## src/rtl/segaddr_pkg.sv

```systemverilog
package segaddr_pkg;
  typedef enum logic [1:0] {
    SEG_EXTRA = 2'b00,
    SEG_CODE  = 2'b01,
    SEG_STACK = 2'b10,
    SEG_DATA  = 2'b11
  } segId_e;

  typedef enum logic [1:0] {
    REF_FETCH  = 2'b00,
    REF_DATA   = 2'b01,
    REF_STACK  = 2'b10,
    REF_STRDST = 2'b11
  } refKind_e;

  typedef struct packed {
    logic   capture;
    segId_e segSel;
  } segStrobe_t;
endpackage

```

## src/rtl/segCtrl.sv

```systemverilog
module segCtrl
  import segaddr_pkg::*;
(
  input  logic       clk,
  input  logic       rstN,
  input  logic       ovrValid,
  input  logic [1:0] ovrSeg,
  input  logic       refValid,
  input  logic [1:0] refKind,
  input  logic       useBp,
  output segStrobe_t strobe
);
  logic     pendValid;
  segId_e   pendSeg;
  refKind_e kind;
  segId_e   selSeg;
  logic     consumes;

  assign kind     = refKind_e'(refKind);
  assign consumes = refValid && (kind != REF_FETCH);

  always_comb begin
    unique case (kind)
      REF_FETCH:  selSeg = SEG_CODE;
      REF_STACK:  selSeg = SEG_STACK;
      REF_STRDST: selSeg = SEG_EXTRA;
      default: begin
        if (pendValid)  selSeg = pendSeg;
        else if (useBp) selSeg = SEG_STACK;
        else            selSeg = SEG_DATA;
      end
    endcase
  end

  always_ff @(posedge clk) begin
    if (!rstN) begin
      pendValid <= 1'b0;
      pendSeg   <= SEG_EXTRA;
    end else if (ovrValid) begin
      pendValid <= 1'b1;
      pendSeg   <= segId_e'(ovrSeg);
    end else if (consumes) begin
      pendValid <= 1'b0;
    end
  end

  assign strobe.capture = refValid;
  assign strobe.segSel  = selSeg;


  prefix_consumed_chk: assert property (@(posedge clk) disable iff (!rstN)
    (consumes && !ovrValid) |=> !pendValid);


  fetch_keeps_prefix_chk: assert property (@(posedge clk) disable iff (!rstN)
    (pendValid && refValid && kind == REF_FETCH && !ovrValid) |=> pendValid && $stable(pendSeg));
endmodule

```

## src/rtl/segDatapath.sv

```systemverilog
module segDatapath
  import segaddr_pkg::*;
#(
  parameter int SEG_W = 16,
  parameter int OFF_W = 16,
  parameter int SHIFT = 4,
  parameter int NSEG  = 4,
  localparam int ADDR_W = SEG_W + SHIFT,
  localparam int SEL_W  = $clog2(NSEG)
) (
  input  logic              clk,
  input  logic              rstN,
  input  segStrobe_t        strobe,
  input  logic              segWrEn,
  input  logic [SEL_W-1:0]  segWrSel,
  input  logic [SEG_W-1:0]  segWrData,
  input  logic [OFF_W-1:0]  offset,
  output logic              addrValid,
  output logic [ADDR_W-1:0] physAddr,
  output logic [SEL_W-1:0]  segUsed
);
  logic [SEG_W-1:0]  segBank [NSEG];
  logic [SEG_W-1:0]  segVal;
  logic [ADDR_W-1:0] sum;

  for (genvar g = 0; g < NSEG; g++) begin : gSeg
    always_ff @(posedge clk) begin
      if (!rstN)                                      segBank[g] <= '0;
      else if (segWrEn && segWrSel == SEL_W'(g))      segBank[g] <= segWrData;
    end
  end

  assign segVal = segBank[strobe.segSel];
  assign sum    = {segVal, {SHIFT{1'b0}}} + ADDR_W'(offset);

  always_ff @(posedge clk) begin
    if (!rstN) begin
      addrValid <= 1'b0;
      physAddr  <= '0;
      segUsed   <= '0;
    end else begin
      addrValid <= strobe.capture;
      if (strobe.capture) begin
        physAddr <= sum;
        segUsed  <= SEL_W'(strobe.segSel);
      end
    end
  end


  valid_follows_req_chk: assert property (@(posedge clk) disable iff (!rstN)
    strobe.capture |=> addrValid);


  idle_hold_chk: assert property (@(posedge clk) disable iff (!rstN)
    !strobe.capture |=> !addrValid && $stable(physAddr) && $stable(segUsed));
endmodule

```

## src/rtl/segAddrGen.sv

```systemverilog
module segAddrGen
  import segaddr_pkg::*;
(
  input  logic        clk,
  input  logic        rstN,
  input  logic        segWrEn,
  input  logic [1:0]  segWrSel,
  input  logic [15:0] segWrData,
  input  logic        ovrValid,
  input  logic [1:0]  ovrSeg,
  input  logic        refValid,
  input  logic [1:0]  refKind,
  input  logic        useBp,
  input  logic [15:0] offset,
  output logic        addrValid,
  output logic [19:0] physAddr,
  output logic [1:0]  segUsed
);
  segStrobe_t strobe;

  segCtrl ctrl_i (
    .clk(clk), .rstN(rstN), .ovrValid(ovrValid), .ovrSeg(ovrSeg),
    .refValid(refValid), .refKind(refKind), .useBp(useBp), .strobe(strobe)
  );

  segDatapath #(.SEG_W(16), .OFF_W(16), .SHIFT(4), .NSEG(4)) dp_i (
    .clk(clk), .rstN(rstN), .strobe(strobe), .segWrEn(segWrEn),
    .segWrSel(segWrSel), .segWrData(segWrData), .offset(offset),
    .addrValid(addrValid), .physAddr(physAddr), .segUsed(segUsed)
  );


  fetch_code_chk: assert property (@(posedge clk) disable iff (!rstN)
    (refValid && refKind == 2'b00) |=> segUsed == 2'b01);


  stack_fixed_chk: assert property (@(posedge clk) disable iff (!rstN)
    (refValid && refKind == 2'b10) |=> segUsed == 2'b10);


  strdst_extra_chk: assert property (@(posedge clk) disable iff (!rstN)
    (refValid && refKind == 2'b11) |=> segUsed == 2'b00);
endmodule

```

## config.mk

```make
export PLATFORM = sky130hd
export DESIGN_NAME = segAddrGen
export DESIGN_NICKNAME = d
export VERILOG_FILES = /design/src/rtl/segaddr_pkg.sv /design/src/rtl/segCtrl.sv /design/src/rtl/segDatapath.sv /design/src/rtl/segAddrGen.sv
export SDC_FILE = /design/constraint.sdc
export NUM_CORES = 1
export LEC_CHECK = 0
export BUFFER_PORTS_ARGS = -buffer_cell sky130_fd_sc_hd__buf_2
export CAP_MARGIN = 15
export CORE_ASPECT_RATIO = 1.4
export CORE_MARGIN = 4
export CORE_UTILIZATION = 50
export DETAILED_ROUTE_END_ITERATION = 6
export PLACE_DENSITY = 0.84
export SYNTH_ARGS = -nofsm -noshare
export SYNTH_HDL_FRONTEND = slang
export SYNTH_HIERARCHICAL = 1
export SYNTH_SLANG_ARGS = --single-unit
```

## constraint.sdc

```tcl
create_clock -name clk -period 3.9 [get_ports clk]
set_input_delay 0.585 -clock clk [delete_from_list [all_inputs] [get_ports clk]]
set_output_delay 0.585 -clock clk [all_outputs]
set_load 0.01 [all_outputs]
```

==> results.md, run 1 <==
- Synth top area cells: edfxtp_1, dfxtp_1, and2_1
- Router iterations before antenna repair: 4
- CTS tree: yes
- Synth area leader: edfxtp_1
- # H-tree levels: 3
- Main synth FF type: edfxtp_1
- Clk buf depth: 2
- Most common cell in the netlist: and2_1
- Core Region: 8295 um2
- Global-route wire length before repair: 15570 um
- Ys Warns: 6
- Post-synth EDFFs: 64
- XOR/XNOR share of the synthesized area: 2.028%
- Pins Over Slew Limit: 0
- Worst setup SP type: flip-flop
- Antenna violations before repair: 0
- Syn_area_per_cell: 12.70 um2
- ANT nets after route: 0
- Outcome: finished clean
- Mux cell area share after synthesis: 11.82%
- Hold_buf cts: 0
- Post-CTS Resized: 0
- Synth cell types: 43
- Kind of critical path: reg2reg
- Critical path data arrival time: 3.54 ns
- Cell Pwr Density: 493.3 nW/um2
- DRC: 0
- # diodes: 0
- Final TNS setup: 0 ns
- Clk_skew: 0.005187 ns
- Sequential share of the synthesized area: 56.56%
- Final hold vios: 0
- Syn Nets: 397
- Port buffer count: 66
- Worst setup EP type: flip-flop
- Slew @ Worst Pin: 1.046 ns
- Yosys reg bits: 90
- Fill count: 646
- Internal power: 0.001875 W
- Top post-synthesis cells by count: and2_1, edfxtp_1, dfxtp_1
- Combinational power share: 17.3%
- Cells after synthesis: 340
- Peak supply drop: 0.3508 mV
- Clock share of power: 37.4%
- Starting DRT DRC Count: 178
- Vert. Die Dim: 118.0 um
- Critical Path Source: ctrl_i/pendValid
- Layout Nets: 464
- Layout area overhead: 18.14%
- Leak Pwr: 2.088 nW
- Share of cells above drive strength 1: 26.46%
- Via count: 2855
- Horiz. Die Dim: 86.54 um
- Die Area: 10210 um2
- Tcrit/Tclk final: 84.91%
- Worst-skew pair later-pin latency: 0.34 ns
- Worst-case reg-to-reg path depth: 12
- Sw Pwr: 0.0006417 W
- Tot Pwr: 0.002516 W
- Initial core utilization: 52.05%
- Yosys top cell area share: 44.51%
- Largest net degree at the start of global routing: 32
- Final Non-Filler Cells: 514
- Worst reg2reg startpoint: ctrl_i/pendValid
- DRT Wirelength: 9476 um
- Routed vias/inst: 5.554
- CTS sink count: 90
- Worst hold path type: reg2reg
- Worst-path clk slew: 0.07 ns
- Simple-gate share of the synthesized area: 16.98%
- Switching part of the total power: 25.50%
- Async SR Flop Fraction: 0%
- Row cnt: 39
- Placed Cells: 497
- Max cap viols: 0
- Total Routing Usage GR: 20.12%
- Drt wl/cell: 18.44 um
- Gr ovfl total: 0
- Post-CTS Setup Bufs: 0
- Synth Area in Compound Gates: 6.433%
- Min Tclk post-route: 3.311 ns
- Critical Path RT: 4.13 ns
- Gpl congestion: 0.9996
- Vias in the first global route: 3064
- Boundary Pins: 67
- CTS Buf Count: 9
- Max Freq: 302.0 MHz
- Reg power frac: 45.4%
- Detailed Place HPWL: 6777 um
- Largest family of logic cells by synthesized area: simple AND/OR/NAND/NOR gates
- Final setup vio count: 0
- Hold path depth: 2
- Root buf cell: clkbuf_16
- Synthesized-area fraction occupied by adder cells: 3.941%
- Syn Std Cell Area: 4318 um2
- Slew headroom: 30.00%
- CP Max Fanout: 17
- RSZ-0062 raised after global routing: no
- Hold_sp: dp_i/physAddr[16]
==> power by group through the flow <==
stage               clock (W)  combinational, W  sequential (W)
finish               0.000940          0.000434         0.00114
global route          0.00100          0.000477         0.00115
CTS                  0.000958          0.000433         0.00114
detailed placement          0          0.000431         0.00116
global placement            0          0.000412         0.00116
floorplan                   0          0.000275         0.00117
==> metrics by stage <==
step | hold slack [ns] | utilization [%] | setup slack, ns | instance area, um2
2_1_floorplan | 0.4827 | - | 0.4167 | 4318
3_3_place_gp | 0.4429 | 57.47 | 0.4702 | 4767
3_5_place_dp | 0.4503 | 57.47 | 0.3380 | 4767
4_1_cts | 0.4654 | 61.40 | 0.6169 | 5094
5_1_grt | 0.4842 | 61.49 | 0.3905 | 5101
6_report | 0.4646 | 61.49 | 0.5886 | 5101
==> critical path: stages, from the launching register on <==
cell and delay, ns:
dfxtp_1 0.35, nand2b_1 0.11, o21ai_1 0.07, a21oi_2 0.20, buf_12 0.21, mux4_2 0.52, ha_1 0.40, nand2_1 0.08
o21ai_0 0.27, nor2_1 0.08, a211oi_1 0.54, and4_1 0.30, o21ai_1 0.06
==> per-layer routing <==
metal | vias to the layer above | track usage (%) | wire, um
li1 | 1361 | - | -
met1 | 1394 | 23.96 | 3704
met2 | 86 | 34.72 | 5059
met3 | 14 | 4.412 | 523
met4 | 0 | 7.895 | 188
met5 | - | 0 | 0
==> sequential cells by signal, indices dropped and copies added, names as in the netlist <==
register	flops
ctrl_i/pendSeg	2
ctrl_i/pendValid	1
dp_i/addrValid	1
dp_i/physAddr	20
dp_i/segBank	64
dp_i/segUsed	2
==> logic make-up (layout without fill, tap and decap cells) <==
logic type,after synthesis,after routing
simple gates,128,128
flops,90,90
compound gates,45,45
mux,31,31
buf+inv,23,95
fa+ha+maj,13,13
xor+xnor,10,10
==> final timing paths <==
| check | to | slack (ns) |
|---|---|---|
| setup / recovery | dp_i/physAddr[19] | 0.59 |
| hold / removal | dp_i/physAddr[16] | 0.46 |
| setup reg to reg | dp_i/physAddr[19] | 0.59 |
| hold reg to reg | dp_i/physAddr[16] | 0.46 |
==> placed cells by master, fill, tap and decap left out, drive strengths merged, types with 3 or more instances in the layout <==
master and count:
a21o 3, a21oi 11, and2 65, buf 70, clkbuf 9, clkinv 3, dfxtp 26, edfxtp 64
ha 12, inv 11, mux2i 15, mux4 16, nand2 17, nand3 5, nor2 11, nor2b 16
o21ai 17, xnor2 5, xor2 5
==> area by class of cell <==
class | count | area (um2) | share of cell area (%)
Sequential cell | 90 | 2442 | 47.88
Clock inverter | 7 | 101.3 | 1.987
Tap cell | 102 | 127.6 | 2.502
Inverter | 9 | 33.78 | 0.6623
Multi-Input combinational cell | 227 | 1798 | 35.25
Timing Repair Buffer | 70 | 372.9 | 7.309
Clock buffer | 9 | 225.2 | 4.415
Note: power is estimated with default switching activity, not from simulation.
==> inputs of run 2 (changes only) <==
clock period = 3.1 ns   (was 3.9 ns; I/O delays follow)
==> results.md, run 2 (synthesis results as in run 1) <==
- DRT Wirelength: 10060 um
- Share of cells above drive strength 1: 33.56%
- Final worst slack: -0.05327 ns
- Largest regs: dp_i/segBank x64, dp_i/physAddr x20
- Cell Pwr Density: 595.8 nW/um2
- Worst-case reg-to-reg path depth: 13
- Clk buf depth: 2
- Worst setup EP type: flip-flop
- Port buffer count: 66
- Horiz. Die Dim: 86.54 um
- CTS Buf Count: 9
- CP max stage delay: 0.50 ns
- CTS sink count: 90
- Failing checks: negative setup slack
- Reg2Reg Capture Point: dp_i/physAddr[19]
- Routed vias/inst: 5.552
- Root buf cell: clkbuf_16
- Worst hold path type: in2reg
- Largest register FFs: 64
- Layout Nets: 499
- Hold slack final: 0.3882 ns
- Initial core utilization: 52.05%
- Drt wl/cell: 18.33 um
- Worst-skew pair later-pin latency: 0.34 ns
- Gpl congestion: 0.8514
- Antenna violations before repair: 0
- Max cap viols: 0
- Vert. Die Dim: 118.0 um
- Crit path cell chain: nand2b_1 > o21ai_1 > a21oi_2 > buf_6 > clkbuf_16 > mux4_2 > ha_1 > a21oi_1 > a21oi_1 > a311oi_2 > a211oi_2 > a22oi_1 > o21ai_1
- FF-to-FF setup slack: -0.05 ns
- End of the worst hold path: dp_i/physAddr[2]
- CTS tree: yes
- Largest net degree at the start of global routing: 32
- Layout area overhead: 26.05%
- Max Freq: 317.1 MHz
- Hold path depth: 3
- Placed Cells: 525
- Most frequent cells in the layout: buf_2, and2_1, edfxtp_1
- Peak supply drop: 0.3070 mV
- # diodes: 0
- Starting DRT DRC Count: 210
- Slew headroom: 35.05%
- RSZ-0062 raised after global routing: yes
- Pins Over Slew Limit: 0
- Worst-path clk slew: 0.06 ns
- Global-route wire length before repair: 15390 um
- Final setup vio count: 1
- Most common cell after layout, fill and taps aside: buf_2
- Critical path data arrival time: 3.37 ns
- Top reg by flops: dp_i/segBank
- Vias in the first global route: 3159
- Critical Path RT: 3.32 ns
- CP Max Fanout: 5
- Hold_sp: offset[2]
- Final hold vios: 0
- Boundary Pins: 67
- Final Non-Filler Cells: 549
- Post-layout util: 65.61%
- Detailed Place HPWL: 6723 um
- Worst setup SP type: flip-flop
- Router iterations before antenna repair: 4
- Total Routing Usage GR: 19.67%
- Min Tclk post-route: 3.153 ns
- Tot Pwr: 0.003243 W
- Outcome: finished, violations left
- Clk_skew: 0.007131 ns
- ANT nets after route: 0
- Tcrit/Tclk final: 101.7%
- Leak Pwr: 2.266 nW
- Place WS: -0.2868 ns
- DRC: 0
- Kind of critical path: reg2reg
- Gr ovfl total: 0
- Slowest CP cell: mux4_2
- # H-tree levels: 3
- Die Area: 10210 um2
- Core Region: 8295 um2
- Slew @ Worst Pin: 0.9741 ns
- Row cnt: 39
- Worst reg2reg startpoint: ctrl_i/pendValid
- Via count: 3048
- Hold_buf cts: 0
## run 2: layer usage
layer,GRT usage (%),part of all wire (%)
met3,4.412,6.8
met2,34.82,54
met1,22.13,37
met5,0,0
met4,8.480,2.0
## run 2: critical path, delay by kind of cell, from the launching register on
| kind | cells | cell delay [ns] |
|---|---|---|
| AOI/OAI and AO/OA | 8 | 1.48 |
| muxes | 1 | 0.50 |
| DFF | 1 | 0.33 |
| adders and majority gates | 1 | 0.33 |
| buffers and inverters | 2 | 0.27 |
| and+or+nand+nor | 1 | 0.10 |
## run 2: cell type report
cell class	instances	area [um2]
clock inverter	6	81.33
tap	102	127.6
fill	587	2853
multi-input combinational	227	1858
timing repair buffer	105	669.4
inverter	9	33.78
sequential	90	2444
clock buffer	10	229.0
## run 2: worst max path at each step
stage	from	end	slack, ns	depth (start not counted)
6_report	ctrl_i/pendValid	dp_i/physAddr[19]	-0.05	13
5_1_grt	ctrl_i/pendValid	dp_i/physAddr[19]	-0.12	13
4_1_cts	ctrl_i/pendValid	dp_i/physAddr[16]	0.01	13
3_5_place_dp	useBp	dp_i/physAddr[19]	-0.29	13
3_3_place_gp	useBp	dp_i/physAddr[19]	-0.12	13
2_1_floorplan	useBp	dp_i/physAddr[18]	-0.03	13
## run 2: repair_timing
| action | 4_1_cts | 5_1_grt |
|---|---|---|
| gates resized for setup | 1 | 10 |
| buffers inserted | 3 | 4 |
| pin swaps | 0 | 5 |
| cloned | 0 | 1 |
| endpoints found under the setup margin | 3 | 10 |
## run 2: stage by stage
step	area (um2)	setup TNS, ns
6_report	5443	-0.05327
5_1_grt	5443	-0.2282
4_1_cts	5351	0
3_5_place_dp	5014	-0.9933
3_3_place_gp	5014	-0.3769
2_1_floorplan	4360	-0.03030
## run 2: where the power goes
group	internal (W)	switching [W]	leakage, nW
Combinational	0.000342	0.000331	1.27
Sequential	0.00140	0.0000421	0.845
Clock	0.000700	0.000431	0.150
Total	0.00244	0.000804	2.27
==> inputs of run 3 (changes only) <==
PLACE_DENSITY = default   (was 0.84)
PLACE_DENSITY_LB_ADDON = 0.12   (was default)
==> results.md, run 3 (synthesis results as in run 1) <==
- # H-tree levels: 3
- Drt wl/cell: 17.18 um
- Root buf cell: clkbuf_16
- Peak supply drop: 0.4002 mV
- Tcrit/Tclk final: 98.56%
- Slew headroom: 37.47%
- Antenna violations before repair: 0
- Vert. Die Dim: 118.0 um
- Port buffer count: 66
- Critical Path RT: 3.32 ns
- Outcome: finished clean
- Gr ovfl total: 0
- Post-DP Area: 5081 um2
- Clock share of power: 33.3%
- Horiz. Die Dim: 86.54 um
- Via count: 2953
- Row cnt: 39
- Routed vias/inst: 5.321
- Die Area: 10210 um2
- Top reg by flops: dp_i/segBank
- Layout area overhead: 27.88%
- Clk buf depth: 2
- Worst setup SP type: flip-flop
- DRT Wirelength: 9535 um
- Max Freq: 327.3 MHz
- Slew @ Worst Pin: 0.9379 ns
- Sw Pwr: 0.0008148 W
- Largest register FFs: 64
- Hold_buf cts: 0
- Largest net degree at the start of global routing: 20
- Hold slack final: 0.3857 ns
- Cell Pwr Density: 576.8 nW/um2
- ANT nets after route: 0
- Reg power frac: 45.0%
- Switching part of the total power: 25.59%
- Final setup vio count: 0
- FF-to-FF setup slack: 0.04 ns
- Layout Nets: 505
- RSZ-0062 raised after global routing: yes
- DRC: 0
- CP Max Fanout: 6
- Post-route cell area: 5522 um2
- Clk_skew: 0.003021 ns
- Core Region: 8295 um2
- Vias in the first global route: 2991
- Pins Over Slew Limit: 0
- Router iterations before antenna repair: 4
- CTS sink count: 90
- Boundary Pins: 67
- Most frequent cells in the layout: buf_2, and2_1, edfxtp_1
- Gpl congestion: 0.8591
- # diodes: 0
- Global-route wire length before repair: 14840 um
- Internal power: 0.002370 W
- Final hold vios: 0
- Max cap viols: 0
- Worst-path clk slew: 0.06 ns
- Largest regs: dp_i/segBank x64, dp_i/physAddr x20
- Combinational power share: 21.7%
- Initial core utilization: 52.05%
- Total Routing Usage GR: 19.17%
- Starting DRT DRC Count: 88
- Critical path data arrival time: 3.28 ns
- Worst-skew pair later-pin latency: 0.34 ns
- Share of cells above drive strength 1: 35.98%
- Detailed Place HPWL: 6569 um
- Kind of critical path: reg2reg
- CTS Buf Count: 9
- CTS tree: yes
- Worst hold path type: in2reg
- Worst setup EP type: flip-flop
- Leak Pwr: 2.292 nW
- Min Tclk post-route: 3.055 ns
- Most common cell after layout, fill and taps aside: buf_2
-- run 3: cell types whose count changed in the layout (fill, tap and decap cells not counted), sizes merged --
cell | before | now
buf | 104 | 110
bufinv | 2 | 1
clkinv | 3 | 4
-- run 3: routing by layer --
metal / GRT usage, % / wire length, um / vias up
li1: - / - / 1451
met1: 22.65 / 3880 / 1412
met4: 7.992 / 191 / 0
met5: 0 / 0 / -
met2: 33.14 / 5009 / 73
met3: 3.992 / 454 / 17
-- run 3: what timing repair did --
| action | in CTS | in global routing |
|---|---|---|
| setup buffers | 0 | 4 |
| pin swaps | 1 | 3 |
| endpoints found under the setup margin | 1 | 11 |
| gates resized for setup | 1 | 18 |
| cloned | 0 | 1 |
-- run 3: cell type report --
class                           instances  area [um2]
Fill cell                             681        2774
Sequential cell                        90        2444
Multi-Input combinational cell        227        1916
Timing Repair Buffer                  111       714.4
Clock buffer                           10       229.0
Tap cell                              102       127.6
Clock inverter                          6       57.56
Inverter                                9       33.78
-- run 3: critical path: stages, from the launching register on --
cell       delay [ns]
dfxtp_2          0.34
nand2b_4         0.12
o21ai_2          0.05
a21oi_2          0.14
buf_6            0.14
clkbuf_16        0.15
mux4_2           0.52
ha_4             0.23
a21o_1           0.16
a31o_1           0.22
or3_1            0.32
o21ai_2          0.19
mux2i_1          0.10
a311o_1          0.26
-- run 3: worst paths after layout --
check                         start                 to  cells past startpoint
setup / recovery   ctrl_i/pendValid  dp_i/physAddr[18]                     13
hold / removal            offset[1]   dp_i/physAddr[1]                      3
setup reg to reg   ctrl_i/pendValid  dp_i/physAddr[18]                     13
hold reg to reg   dp_i/physAddr[15]  dp_i/physAddr[15]                      2
-- run 3: per-stage QoR --
step	std cells	util, %	setup slack (ns)	setup TNS [ns]	power (W)
global placement	534	61.25	-0.2365	-0.7225	0.002080
floorplan	340	-	-0.03030	-0.03030	0.001830
finish	555	66.56	0.04464	0	0.003185
global route	555	66.56	-0.04857	-0.1264	0.003332
detailed placement	534	61.25	-0.2353	-0.8748	0.002096
CTS	550	64.77	0.001811	0	0.003163
-- run 3: power by group through the flow --
stage                     logic [W]  clock network, W  registers [W]
after floorplan            0.000360                 0        0.00147
after global placement     0.000627                 0        0.00145
after detailed placement   0.000638                 0        0.00146
after CTS                  0.000646           0.00108        0.00143
after global routing       0.000759           0.00113        0.00144
final                      0.000691           0.00106        0.00143
